--- src/rtl/mdrx_pkg.sv ---
package mdrx_pkg;
  typedef struct packed {
    logic load;
    logic flagVal;
    logic setReady;
    logic clrReady;
    logic setOvr;
    logic clrOvr;
  } mdrxStrobes_t;
endpackage

--- src/rtl/mdrx_ctrl.sv ---
module mdrx_ctrl
  import mdrx_pkg::*;
(
  input  logic         clk,
  input  logic         rstN,
  input  logic         charValid,
  input  logic         charFlag,
  input  logic         multidropEn,
  input  logic         rxEnable,
  input  logic         rdStrobe,
  output mdrxStrobes_t strobes,
  output logic         rxReady,
  output logic         overrun
);
  logic accept;
  logic readyQ, ovrQ;

  // keep when enabled, or when an address arrives in multidrop mode
  assign accept = charValid & (rxEnable | (multidropEn & charFlag));

  always_comb begin
    strobes.load     = accept;
    strobes.flagVal  = charFlag & multidropEn;
    strobes.setReady = accept;
    strobes.clrReady = rdStrobe & ~accept;
    strobes.setOvr   = accept & readyQ & ~rdStrobe;
    strobes.clrOvr   = rdStrobe;
  end

  always_ff @(posedge clk or negedge rstN) begin
    if (!rstN) begin
      readyQ <= 1'b0;
      ovrQ   <= 1'b0;
    end else begin
      if (strobes.setReady)      readyQ <= 1'b1;
      else if (strobes.clrReady) readyQ <= 1'b0;
      if (strobes.clrOvr)        ovrQ   <= 1'b0;
      else if (strobes.setOvr)   ovrQ   <= 1'b1;
    end
  end

  assign rxReady = readyQ;
  assign overrun = ovrQ;

  AST_ADDR_WAKE: assert property (@(posedge clk) disable iff (!rstN)
    (charValid && multidropEn && charFlag) |=> rxReady);
  AST_DATA_DROP: assert property (@(posedge clk) disable iff (!rstN)
    (charValid && multidropEn && !rxEnable && !charFlag && !rdStrobe)
      |=> ($stable(rxReady) && $stable(overrun)));
  AST_NORMAL_GATE: assert property (@(posedge clk) disable iff (!rstN)
    (charValid && !multidropEn && !rxEnable && !rdStrobe)
      |=> ($stable(rxReady) && $stable(overrun)));
  AST_READ_CLEARS: assert property (@(posedge clk) disable iff (!rstN)
    (rdStrobe && !charValid) |=> (!rxReady && !overrun));
  AST_OVERRUN_SET: assert property (@(posedge clk) disable iff (!rstN)
    (rxReady && charValid && rxEnable && !rdStrobe) |=> overrun);
endmodule

--- src/rtl/mdrx_datapath.sv ---
module mdrx_datapath
  import mdrx_pkg::*;
#(
  parameter int DATA_W = 8
) (
  input  logic              clk,
  input  logic              rstN,
  input  mdrxStrobes_t      strobes,
  input  logic [DATA_W-1:0] charData,
  output logic [DATA_W-1:0] rdData,
  output logic              lastFlag
);
  logic [DATA_W-1:0] dataQ;
  logic              flagQ;

  always_ff @(posedge clk or negedge rstN) begin
    if (!rstN) begin
      dataQ <= '0;
      flagQ <= 1'b0;
    end else if (strobes.load) begin
      dataQ <= charData;
      flagQ <= strobes.flagVal;
    end
  end

  assign rdData   = dataQ;
  assign lastFlag = flagQ;

  AST_HOLD_STABLE: assert property (@(posedge clk) disable iff (!rstN)
    !strobes.load |=> ($stable(rdData) && $stable(lastFlag)));
endmodule

--- src/rtl/mdrx_wakeup.sv ---
module mdrx_wakeup
  import mdrx_pkg::*;
#(
  parameter int DATA_W = 8
) (
  input  logic              clk,
  input  logic              rstN,
  input  logic              charValid,
  input  logic [DATA_W-1:0] charData,
  input  logic              charFlag,
  input  logic              multidropEn,
  input  logic              rxEnable,
  input  logic              rxIntEn,
  input  logic              rdStrobe,
  output logic              rxReady,
  output logic              rxIrq,
  output logic [DATA_W-1:0] rdData,
  output logic              lastFlag,
  output logic              overrun
);
  mdrxStrobes_t strobes;

  mdrx_ctrl ctrl_i (
    .clk(clk), .rstN(rstN), .charValid(charValid), .charFlag(charFlag),
    .multidropEn(multidropEn), .rxEnable(rxEnable), .rdStrobe(rdStrobe),
    .strobes(strobes), .rxReady(rxReady), .overrun(overrun)
  );

  mdrx_datapath #(.DATA_W(DATA_W)) dp_i (
    .clk(clk), .rstN(rstN), .strobes(strobes), .charData(charData),
    .rdData(rdData), .lastFlag(lastFlag)
  );

  assign rxIrq = rxReady & rxIntEn;

  AST_NORMAL_NOFLAG: assert property (@(posedge clk) disable iff (!rstN)
    (charValid && !multidropEn && rxEnable) |=> !lastFlag);
endmodule

--- config.mk ---
export PLATFORM = sky130hd
export DESIGN_NAME = mdrx_wakeup
export DESIGN_NICKNAME = d
export VERILOG_FILES = /design/src/rtl/mdrx_pkg.sv /design/src/rtl/mdrx_ctrl.sv /design/src/rtl/mdrx_datapath.sv /design/src/rtl/mdrx_wakeup.sv
export SDC_FILE = /design/constraint.sdc
export NUM_CORES = 1
export LEC_CHECK = 0
export BUFFER_PORTS_ARGS = -buffer_cell sky130_fd_sc_hd__buf_2
export CAP_MARGIN = 40
export CORE_AREA = 2 2 39 41
export DETAILED_ROUTE_END_ITERATION = 10
export DIE_AREA = 0 0 41 43
export MAX_ROUTING_LAYER = met4
export PLACE_DENSITY = 0.76
export SKIP_LAST_GASP = 1
export SLEW_MARGIN = 40
export SYNTH_ARGS = -nofsm -noshare
export SYNTH_HDL_FRONTEND = slang
export SYNTH_SLANG_ARGS = --single-unit
--- constraint.sdc ---
create_clock -name clk -period 0.84 [get_ports clk]
set_input_delay 0.084 -clock clk [delete_from_list [all_inputs] [get_ports clk]]
set_output_delay 0.084 -clock clk [all_outputs]
set_load 0.02 [all_outputs]
==> results.yml <==
finish:
  seqCellArea_um2: 275
  num_antenna_cells: 0
  multi_input_area_um2: 163
  nFillCells: 119
  drive_gt1_share_pct: 70.3
  fin_area_um2: 734
  area_growth_pct: 73.2
  fin_nets: 81
route:
  vias_per_cell: 4.39
  ant_nets: 0
  vias: 351
  drc: 0
  wl_per_cell_um: 11.1
  first_iter_violations: 1
  first_pass_iters: 2
  drt_wl_total_um: 888
die:
  die_area_um2: 1760
  rows: 14
  initial_core_util_pct: 30.7
  die_w_um: 41
  core_um2: 1380
  dieHeight_um: 43
  io_pins: 28
placed_design:
  dp_slack_ps: -181
  dpl.hpwl_um: 635
  gp_congestion: 0.540
  port_buffers: 27
  dpl_cell_area_um2: 587
logic_synthesis:
  ys_async_sr_fraction_pct: 100
  synth-seq-cells: 11
  synth.avg_cell_area_um2: 15.1
  syn-num-nets: 44
  ys_warn_count: 0
  synth.largest_area_cell: "dfrtp_1"
  synth_area_leaders: "dfrtp_1 (65%), mux2_2 (21%), nand2_4 (2.7%), a32o_1 (2.4%), a21o_2 (2.1%)"
  synth_edf_count: 0
  ys.flop_type: "dfrtp_1"
  synth_common_cells: "dfrtp_1 (11), mux2_2 (8)"
  synth_top_area_share_pct: 64.9
  syn_area_um2: 424
  seq_area_frac_synth_pct: 64.9
  syn_inst: 28
  synth.most_common_cell: "dfrtp_1"
  synth_cell_type_count: 11
timing:
  maxSlewViolCount: 0
  rsz0062_at_grt: "yes"
  maxSlewHeadroom_pct: 84.6
  fmax_ghz: 1.02
  period_share_pct: 117
  setup_ws_ps: -143
  min_period_ps: 983
  skew_ps: 0.0329
  holdWs_ps: 55.7
  hold_viol: 0
  tightest_slew_ps: 231
  setup_violations: 12
setup_path:
  start_kind: "flip-flop"
  critPathArrivalTime_ps: 900
  criticalPathCategory: "reg2out"
  r2r_cells: 2
  cp.required_ps: 760
  endpoint_kind: "output port"
  crit_path_max_fanout: 3
clock_tree:
  cts_buffers: 3
  clock_latency_ps: 250
  clk_pin_slew_worst_paths_ps: 60
  cts_tree: "done"
  ctsLongestPathBuffers: 2
  cts_max_level: 1
  clockRootBuffer: "clkbuf_4"
  clock_sinks: 11
run_status:
  status: "finished with violations"
  violations: "negative setup slack"
global_routing:
  grt_pass1_wl_um: 1170
  track_usage_pct: 10.6
  antenna_found_initial: 0
  grt_max_degree: 12
  grt_pass1_vias: 349
  gr-total-overflow: 0
power_and_ir_drop:
  peakVddDrop_v: 0.000785
  power_density_nw_per_um2: 1940
  p_int_w: 0.00104
  p_leak_nw: 0.364
  pwr-share-seq_pct: 45.7
  power_w: 0.00142
  power.share.clock_pct: 23.2
  power_frac_comb_pct: 31.1
  switching_share_pct: 27.3
  switching_power_w: 0.000389
hold_path:
  min_path_type: "in2reg"
  hold_depth: 2
run:
  cap_violations: 0
==> cells in the final DEF, fill, tap and decap left out <==
master and count:
nand2_4 1, and2_4 1, dlygate4sd3_1 2, o21ai_0 1, a21o_2 1, clkbuf_4 3, buf_4 3, buf_6 11
dfrtp_1 11, a32o_1 1, a31oi_4 1, buf_2 16, nand2_1 1, clkbuf_1 1, mux2_2 8, inv_1 1
nor2_1 1
==> stage by stage <==
stage          util, %  instances  TNS (ps)
3_5_place_dp      42.4         72     -1350
6_report          53.1         80      -413
2_1_floorplan        -         28     -93.1
5_1_grt           53.1         80      -893
3_3_place_gp      42.4         72     -1250
4_1_cts           51.4         79      -568
==> metal layers <==
metal | wire, um | track usage (%) | vias up
met1 | 326 | 9.09 | 160
li1 | - | - | 172
met3 | 85 | 3.14 | 0
met5 | 0 | - | -
met2 | 475 | 17.8 | 19
met4 | 0 | 8.00 | 0
==> cell families after synthesis <==
group	after synthesis	synth area share [%]
flops	11	64.9
simple gates	4	5.90
mux	8	21.2
buf+inv	1	0.884
compound gates	4	7.08
==> worst paths after layout <==
kind / end / slack (ps) / startpoint
max: rxIrq / -140 / ctrl_i.rxReady
min reg2reg: dp_i.rdData[2] / 530 / dp_i.rdData[2]
min: dp_i.rdData[3] / 60 / charData[3]
max reg2reg: dp_i.lastFlag / 10 / dp_i.lastFlag
min in group asynchronous: dp_i.rdData[2] / 220 / rstN
max in group asynchronous: dp_i.lastFlag / 430 / rstN
==> critical path: stages, from the launching register on <==
cell,delay (ps)
dfrtp_1,390
and2_4,140
buf_6,120
==> state kept, by name, indices dropped and copies added (netlist names) <==
register	flops
ctrl_i.overrun	1
dp_i.rdData	8
dp_i.lastFlag	1
ctrl_i.rxReady	1
==> power groups by stage <==
| stage | Clock [W] | Combinational [W] | Sequential (W) |
|---|---|---|---|
| after floorplan | 0 | 0.0000924 | 0.000736 |
| after global placement | 0 | 0.000320 | 0.000643 |
| after detailed placement | 0 | 0.000325 | 0.000645 |
| after CTS | 0.000355 | 0.000426 | 0.000651 |
| after global routing | 0.000379 | 0.000472 | 0.000661 |
| final | 0.000330 | 0.000443 | 0.000651 |
==> area by class of cell <==
type                    count  share of cell area (%)
repair buffers             32                    33.6
well taps                  16                    2.73
multi-input cells          16                    22.1
clock buffers               4                    3.58
flip-flops and latches     11                    37.5
inverters                   1                   0.511
==> repair_timing <==
action                                  in CTS  in global routing
gates cloned                                 0                  0
resized for setup                           23                  1
hold endpoints to repair                    12                  0
pin swaps                                    0                  0
setup buffers                                1                  1
hold buffers                                 2                  0
endpoints found under the setup margin      12                 13
Note: power is estimated with default switching activity, not from simulation.
